==> src/rtl/dbs_pkg.sv <==
package dbs_pkg;

    typedef enum logic [2:0] {
        ST_IDLE    = 3'd0,
        ST_REQ     = 3'd1,
        ST_ADDR_HI = 3'd2,
        ST_ADDR_LO = 3'd3,
        ST_DATA    = 3'd4,
        ST_DONE    = 3'd5
    } dbs_state_t;

endpackage

==> src/rtl/dbs_hs_sync.sv <==
module dbs_hs_sync #(
    parameter int STAGES = 2
) (
    input  logic clk,
    input  logic rst_n,
    input  logic pin_n,
    output logic sync_n
);

    logic [STAGES-1:0] chain;

    generate
        for (genvar i = 0; i < STAGES; i++) begin : g_stage
            always_ff @(posedge clk or negedge rst_n) begin
                if (!rst_n) begin
                    chain[i] <= 1'b1;
                end else if (i == 0) begin
                    chain[i] <= pin_n;
                end else begin
                    chain[i] <= chain[(i == 0) ? 0 : i-1];
                end
            end
        end
    endgenerate

    assign sync_n = chain[STAGES-1];

endmodule

==> src/rtl/dbs_mode_reg.sv <==
module dbs_mode_reg (
    input  logic clk,
    input  logic rst_n,
    input  logic cfg_wr,
    input  logic cfg_a1,
    output logic mode_extend
);

    always_ff @(posedge clk or negedge rst_n) begin
        if (!rst_n) begin
            mode_extend <= 1'b1;
        end else if (cfg_wr) begin
            mode_extend <= cfg_a1;
        end
    end

endmodule

==> src/rtl/dbs_fsm.sv <==
module dbs_fsm
    import dbs_pkg::*;
#(
    parameter int AD_W = 16,
    parameter int CH_W = 2,
    localparam int ADDR_W = 2 * AD_W
) (
    input  logic              clk,
    input  logic              rst_n,
    input  logic              start,
    input  logic              start_write,
    input  logic [ADDR_W-1:0] start_addr,
    input  logic [AD_W-1:0]   start_wdata,
    input  logic [CH_W-1:0]   start_chan,
    input  logic              busack_n,
    input  logic              hs_sync_n,
    input  logic              mode_extend,
    input  logic [AD_W-1:0]   ad_in,
    output logic              busreq_n,
    output logic              uas_n,
    output logic              as_n,
    output logic              ds_n,
    output logic              rw,
    output logic [AD_W-1:0]   ad_out,
    output logic              ad_oe,
    output logic [CH_W-1:0]   chan_code,
    output logic [AD_W-1:0]   rdata,
    output logic              done_pulse,
    output logic              abort_pulse
);

    dbs_state_t state, state_nx;

    logic              wr_q;
    logic [ADDR_W-1:0] addr_q;
    logic [AD_W-1:0]   wdata_q;
    logic [CH_W-1:0]   chan_q;
    logic              abort_q;

    logic grant;
    logic active;
    logic lost;
    logic data_go;
    logic finish;

    assign grant   = !busack_n;
    assign active  = (state == ST_ADDR_HI) || (state == ST_ADDR_LO) || (state == ST_DATA);
    assign lost    = active && !grant;
    assign data_go = mode_extend ? hs_sync_n : !hs_sync_n;
    assign finish  = (state == ST_DATA) && grant && data_go;

    always_comb begin
        state_nx = state;
        unique case (state)
            ST_IDLE:    if (start) state_nx = ST_REQ;
            ST_REQ:     if (grant) state_nx = ST_ADDR_HI;
            ST_ADDR_HI: state_nx = grant ? ST_ADDR_LO : ST_IDLE;
            ST_ADDR_LO: state_nx = grant ? ST_DATA : ST_IDLE;
            ST_DATA: begin
                if (!grant)       state_nx = ST_IDLE;
                else if (data_go) state_nx = ST_DONE;
            end
            ST_DONE:    state_nx = ST_IDLE;
            default:    state_nx = ST_IDLE;
        endcase
    end

    always_ff @(posedge clk or negedge rst_n) begin
        if (!rst_n) begin
            state   <= ST_IDLE;
            wr_q    <= 1'b0;
            addr_q  <= '0;
            wdata_q <= '0;
            chan_q  <= '0;
            abort_q <= 1'b0;
            rdata   <= '0;
        end else begin
            state   <= state_nx;
            abort_q <= lost;
            if (state == ST_IDLE && start) begin
                wr_q    <= start_write;
                addr_q  <= start_addr;
                wdata_q <= start_wdata;
                chan_q  <= start_chan;
            end
            if (finish && !wr_q) begin
                rdata <= ad_in;
            end
        end
    end

    always_comb begin
        busreq_n    = 1'b1;
        uas_n       = 1'b1;
        as_n        = 1'b1;
        ds_n        = 1'b1;
        rw          = 1'b1;
        ad_out      = '0;
        ad_oe       = 1'b0;
        chan_code   = '0;
        done_pulse  = (state == ST_DONE);
        abort_pulse = abort_q;
        if (state == ST_REQ || (active && grant)) begin
            busreq_n = 1'b0;
        end
        if (active && grant) begin
            rw        = !wr_q;
            chan_code = chan_q;
            unique case (state)
                ST_ADDR_HI: begin
                    uas_n  = 1'b0;
                    ad_oe  = 1'b1;
                    ad_out = addr_q[ADDR_W-1:AD_W];
                end
                ST_ADDR_LO: begin
                    as_n   = 1'b0;
                    ad_oe  = 1'b1;
                    ad_out = addr_q[AD_W-1:0];
                end
                ST_DATA: begin
                    ds_n   = 1'b0;
                    ad_oe  = wr_q;
                    ad_out = wr_q ? wdata_q : '0;
                end
                default: ;
            endcase
        end
    end

endmodule

==> src/rtl/dma_bus_sequencer.sv <==
module dma_bus_sequencer #(
    parameter int AD_W        = 16,
    parameter int CH_W        = 2,
    parameter int SYNC_STAGES = 2,
    localparam int ADDR_W     = 2 * AD_W
) (
    input  logic              clk,
    input  logic              rst_n,
    input  logic              start,
    input  logic              start_write,
    input  logic [ADDR_W-1:0] start_addr,
    input  logic [AD_W-1:0]   start_wdata,
    input  logic [CH_W-1:0]   start_chan,
    input  logic              cfg_wr,
    input  logic              cfg_a1,
    input  logic              busack_n,
    input  logic              hs_n,
    input  logic [AD_W-1:0]   ad_in,
    output logic              busreq_n,
    output logic              uas_n,
    output logic              as_n,
    output logic              ds_n,
    output logic              rw,
    output logic [AD_W-1:0]   ad_out,
    output logic              ad_oe,
    output logic [CH_W-1:0]   chan_code,
    output logic [AD_W-1:0]   rdata,
    output logic              done_pulse,
    output logic              abort_pulse
);

    logic hs_sync_n;
    logic mode_extend;

    dbs_hs_sync #(.STAGES(SYNC_STAGES)) u_sync (
        .clk    (clk),
        .rst_n  (rst_n),
        .pin_n  (hs_n),
        .sync_n (hs_sync_n)
    );

    dbs_mode_reg u_mode (
        .clk         (clk),
        .rst_n       (rst_n),
        .cfg_wr      (cfg_wr),
        .cfg_a1      (cfg_a1),
        .mode_extend (mode_extend)
    );

    dbs_fsm #(.AD_W(AD_W), .CH_W(CH_W)) u_fsm (
        .clk         (clk),
        .rst_n       (rst_n),
        .start       (start),
        .start_write (start_write),
        .start_addr  (start_addr),
        .start_wdata (start_wdata),
        .start_chan  (start_chan),
        .busack_n    (busack_n),
        .hs_sync_n   (hs_sync_n),
        .mode_extend (mode_extend),
        .ad_in       (ad_in),
        .busreq_n    (busreq_n),
        .uas_n       (uas_n),
        .as_n        (as_n),
        .ds_n        (ds_n),
        .rw          (rw),
        .ad_out      (ad_out),
        .ad_oe       (ad_oe),
        .chan_code   (chan_code),
        .rdata       (rdata),
        .done_pulse  (done_pulse),
        .abort_pulse (abort_pulse)
    );

endmodule

==> config.mk <==
export PLATFORM = sky130hd
export DESIGN_NAME = dma_bus_sequencer
export DESIGN_NICKNAME = d
export VERILOG_FILES = /design/src/rtl/dbs_pkg.sv /design/src/rtl/dbs_hs_sync.sv /design/src/rtl/dbs_mode_reg.sv /design/src/rtl/dbs_fsm.sv /design/src/rtl/dma_bus_sequencer.sv
export SDC_FILE = /design/constraint.sdc
export NUM_CORES = 1
export LEC_CHECK = 0
export ABC_AREA = 0
export BUFFER_PORTS_ARGS = -buffer_cell sky130_fd_sc_hd__buf_2
export CAP_MARGIN = 20
export CORE_MARGIN = 2
export CORE_UTILIZATION = 35
export CTS_BUF_LIST = sky130_fd_sc_hd__clkbuf_8
export CTS_CLUSTER_SIZE = 16
export DETAILED_ROUTE_END_ITERATION = 12
export PLACE_DENSITY_LB_ADDON = 0.1
export SLEW_MARGIN = 20
export SYNTH_ARGS = -nofsm -noshare
export SYNTH_HDL_FRONTEND = slang
export SYNTH_SLANG_ARGS = --single-unit
==> constraint.sdc <==
create_clock -name clk -period 2.67 [get_ports clk]
set_input_delay 0.4005 -clock clk [delete_from_list [all_inputs] [get_ports clk]]
set_output_delay 0.4005 -clock clk [all_outputs]
set_load 0.02 [all_outputs]
Yosys cells after proc, flatten, opt, wreduce, memory -nomap -nowiden
Cells that the tools add are included.
{ "word_totals": {"ff_bits": 74, "inputBits": 74, "output_inout_bits": 42, "word_cells": 55} }
{ "classes": {"eq_ne": 8, "n_mux": 22, "n_reduce_logical": 15} }
{ "ops": {"columns": ["op", "n"], "rows": [
  ["case mux 16 bit (3 select lines)", 1],
  ["2-to-1 mux 16 bit", 2],
  ["2-to-1 mux 3 bit", 5],
  ["case mux 3 bit (5 select lines)", 1],
  ["2-to-1 mux 1 bit", 10],
  ["equality test 3 x 2 -> 1 bit, second input constant", 2],
  ["equality test 3 bit, second input constant", 2],
  ["logical AND 1 bit", 6],
  ["2-to-1 mux 2 bit", 2],
  ["inequality test 2 bit, second input constant", 2],
  ["equality test 3 x 1 -> 1 bit, second input constant", 1],
  ["logical NOT 1 bit", 3],
  ["logical NOT 3 bit", 1],
  ["logical OR 1 bit", 3],
  ["inequality test 3 x 2 -> 1 bit, second input constant", 1],
  ["AND reduction 3 bit", 1],
  ["case mux 1 bit (2 select lines)", 1],
  ["OR reduction 2 bit", 1]
]} }

Logic depth before layout (Yosys ltp)
{ "logic_depth": {"word_depth": 6, "ltp_mapped": 6, "depth_no_buf": 3} }

Modules after synthesis
Synthesis repeated with hierarchy kept, for this count alone.
{ "hier_totals": {"cells_unflattened": 246, "area_unflattened_um2": 3354.5} }
{ "by_module_without_submodules": {"columns": ["module", "instances", "cells_per_inst", "area_per_inst_um2", "seq_area_each_um2"], "rows": [
  ["dbs_fsm", 1, 242, 3260.6, 1776.7],
  ["dbs_hs_sync", 1, 2, 52.6, 52.6],
  ["dbs_mode_reg", 1, 2, 41.3, 26.3]
]} }

Worst setup path after synthesis
Ideal clock, no wire load.
{ "synth_timing": {"kind": "register to output", "start": "register u_fsm.state[0]", "end": "output ad_out[6]", "t_arrival_ns": 1.701, "required_ns": 2.270, "setup_slack_ns": 0.569, "path_stages_with_launch": 7, "n_path_buf": 3, "path_cell_list": "dfrtp_1 buf_2 and4bb_2 clkbuf_1 clkbuf_1 a22oi_1 nor2_1"} }
{ "synth_between": {"elab_chain_len": 5, "elab_cells_between_ends": 8, "cone_classes": "eq/ne (3); mux (2); reduce/logical (3)"} }
{ "synth_lines": {"columns": ["element", "line_no", "text"], "rows": [
  ["start: declaration", "dbs_fsm.sv:32", "dbs_state_t state, state_nx;"],
  ["start signal: assignment", "dbs_fsm.sv:78", "state <= state_nx;"],
  ["equality test 3 x 2 -> 1 bit", "dbs_fsm.sv:47, dbs_fsm.sv:109", null],
  ["logical OR 1 bit (2 in a row)", "dbs_fsm.sv:47", "assign active = (state == ST_ADDR_HI) || (state == ST_ADDR_LO) || (state == ST_DATA);"],
  ["logical AND 1 bit", "dbs_fsm.sv:106", "if (active && grant) begin"],
  ["2-to-1 mux 16 bit *", "dbs_fsm.sv:106", null],
  ["end: declaration", "dma_bus_sequencer.sv:24", "output logic [AD_W-1:0] ad_out,"]
]} }
Every way passes the cells marked *; elsewhere a longest branch is shown, timed or not.

Worst setup path in the final report
{ "layout_timing": {"start": "register u_fsm.state[1]", "end": "output ad_out[1]"} }
The elaborated chain is that of the path after synthesis.

==> metrics.txt <==
Clock Path Buffers 2; DRC 0; Worst setup SP type flop; Hold Vio Cnt, Final 0; Synth area leaders dfrtp_1 (53%), mux2_2 (24%), mux2_4 (4.5%), a22oi_1 (3.6%), nor2_1 (2.6%); Die Wd 101 um; clock sinks 74; Rows 35; flip-flop and latch count after synthesis 74; Req. time, crit path 2270 ps; vias in the first global route 2279; VDD IR max 0.358 mV; All-Layer GR Usage 14.9%; post-synthesis sequential area ratio 55.9%; initial antenna violation count 0; leakage 2.02 nW; H-tree levels 3; relative slew slack 39.7%; Crit Path Category reg2out; Avg Cell Area, Syn 13.6 um2; CTS buffer count 9; Slew Viols, Final 0; I/O Buffers 115; unrepaired setup endpoints after global routing false; core area 0.00924 mm2; Yosys cell types 29; Post-CTS Resized 0; io pins 116; clk_lat worst skew 350 ps; Vias 2310; area grow syn2layout 28.3%; CP Capture Type output pin; fin crit share 93.1%; Starting Density 36.0%; WP data arrival 2080 ps; skew final 7.85 ps; Final ANT Viol Nets 0; TritonCTS clock tree yes; Synth Instances 244; Yosys warnings 0; largest net degree at the start of global routing 75; top cell type's share of synthesized area 53.5%; share of layout cells above drive strength 1 62.6%; die area 0.0103 mm2; maximum clock rate 0.402 GHz; routed vias/inst 4.69; global-route wire length before repair 11.7 mm; n_diodes 0; Final Setup Violations 0; routed len/inst 14.7 um; nets 433; leading area contributor after synthesis dfrtp_1; TritonRoute pass-1 iters 6; total grt overflow 0; Design Power 4.45 mW; Filler cells 899; placed wire-length estimate 4.98 mm; Crit Path Max Fanout 11; power per cell area 1040 mW/mm2; status completed; max_cap viols 0; Final min period 2490 ps; syn_nets 318; Routed WL 7.26 mm; Setup Buffers After CTS 0; clock-pin transition on the worst setup and hold timing paths 70 ps; hold buffer count at CTS 0; Worst-Margin Slew 904 ps; die height 101 um; Hold Path Class in2reg; RePlAce Congestion 0.696; setup TNS 0 ps; root buffer cell clkbuf_8; DR iter-0 viols 64; cell area after synthesis 0.00332 mm2
## per-layer routing
metal,GRT usage (%),routed length [um],share of wire (%),up-vias
li1,-,-,-,1094
met1,21.4,3530,49,1119
met2,21.3,3120,43,87
met3,3.52,509,7.0,10
met4,6.86,107,1.5,0
met5,0,0,0,-
## critical path: stages (launching register included)
cell,delay [ps]
dfrtp_1,500
nor3b_1,440
o21ai_2,250
buf_4,250
nor2_1,120
buf_2,170
## path summary, 6_finish.rpt
kind / startpoint / end / slack (ps) / depth (start not counted)
setup / recovery: u_fsm.state[1] / ad_out[1] / 180 / 5
hold / removal: hs_n / u_sync.chain[0] / 150 / 1
setup reg to reg: u_fsm.state[1] / u_fsm.rdata[2] / 600 / 4
hold reg to reg: u_sync.chain[0] / u_sync.sync_n / 360 / 0
max in group asynchronous: rst_n / u_fsm.addr_q[20] / 1900 / 1
min in group asynchronous: rst_n / u_fsm.rdata[6] / 200 / 1
## layout by cell type (no fill, tap or decap), types with 2 or more instances in the layout
master,netlist,layout
buf_4,0,8
buf_2,5,114
a21oi_1,2,2
nor3b_1,2,2
nor3_1,2,2
mux2_2,71,71
dfstp_2,3,3
mux2_4,10,10
nand2_1,3,3
clkbuf_8,0,9
inv_1,5,6
nor2_1,23,23
bufinv_16,0,3
a22oi_1,16,16
nand3_1,2,2
dfrtp_1,71,71
o21ai_0,5,4
## stage by stage
step           cells  area, um2  hold WS (ps)  setup slack, ps  util [%]
6_report         493       4260           154              185      46.1
3_5_place_dp     477       4020           348              545      43.5
2_1_floorplan    244       3320           105              569         -
3_3_place_gp     477       4020           349              537      43.5
5_1_grt          493       4260           133             7.34      46.1
4_1_cts          493       4260           132              143      46.1
## cells in the mapped netlist
cell / number
dfrtp_1: 71
mux2_2: 71
nor2_1: 23
a22oi_1: 16
mux2_4: 10
clkbuf_1: 9
buf_2: 5
inv_1: 5
o21ai_0: 5
dfstp_2: 3
nand2_1: 3
a21oi_1: 2
buf_6: 2
nand3_1: 2
nor3_1: 2
nor3b_1: 2
and4bb_2: 1
buf_1: 1
buf_12: 1
mux2i_1: 1
nor2b_1: 1
nor3_4: 1
nor4b_1: 1
o21a_1: 1
o22ai_1: 1
or2_2: 1
or4b_4: 1
xnor2_1: 1
xor2_1: 1
## logic make-up after synthesis
| family | Yosys count | share of synthesized area [%] |
|---|---|---|
| muxes | 82 | 28.9 |
| buffers and inverters | 23 | 3.73 |
| and+or+nand+nor | 38 | 5.91 |
| AOI/OAI and AO/OA | 25 | 5.08 |
| DFF | 74 | 55.9 |
| xor gates and xnor gates | 2 | 0.527 |
## registers in the layout, summed over array words and instances (netlist names)
signal              flops
u_fsm.addr_q           32
u_fsm.chan_q            2
u_fsm.wr_q              1
u_fsm.rdata            16
u_mode.mode_extend      1
u_fsm.state             3
u_fsm.abort_pulse       1
u_sync.sync_n           1
u_fsm.wdata_q          16
u_sync.chain            1
## report_power, final
part | switching (mW) | leakage, nW | internal (mW)
Clock | 0.428 | 0.125 | 0.621
Sequential | 0.254 | 0.901 | 1.59
Combinational | 0.696 | 0.997 | 0.862
Total | 1.38 | 2.02 | 3.07
## final cells by class
class / instances / area, um2 / area share (%)
clock inverters: 7 / 116 / 2.73
clock buffers: 9 / 124 / 2.91
multi-input cells: 147 / 1360 / 31.8
repair buffers: 122 / 631 / 14.8
well taps: 129 / 161 / 3.79
inverters: 5 / 18.8 / 0.440
flip-flops and latches: 74 / 1860 / 43.5
(Power assumes the default switching activity.)
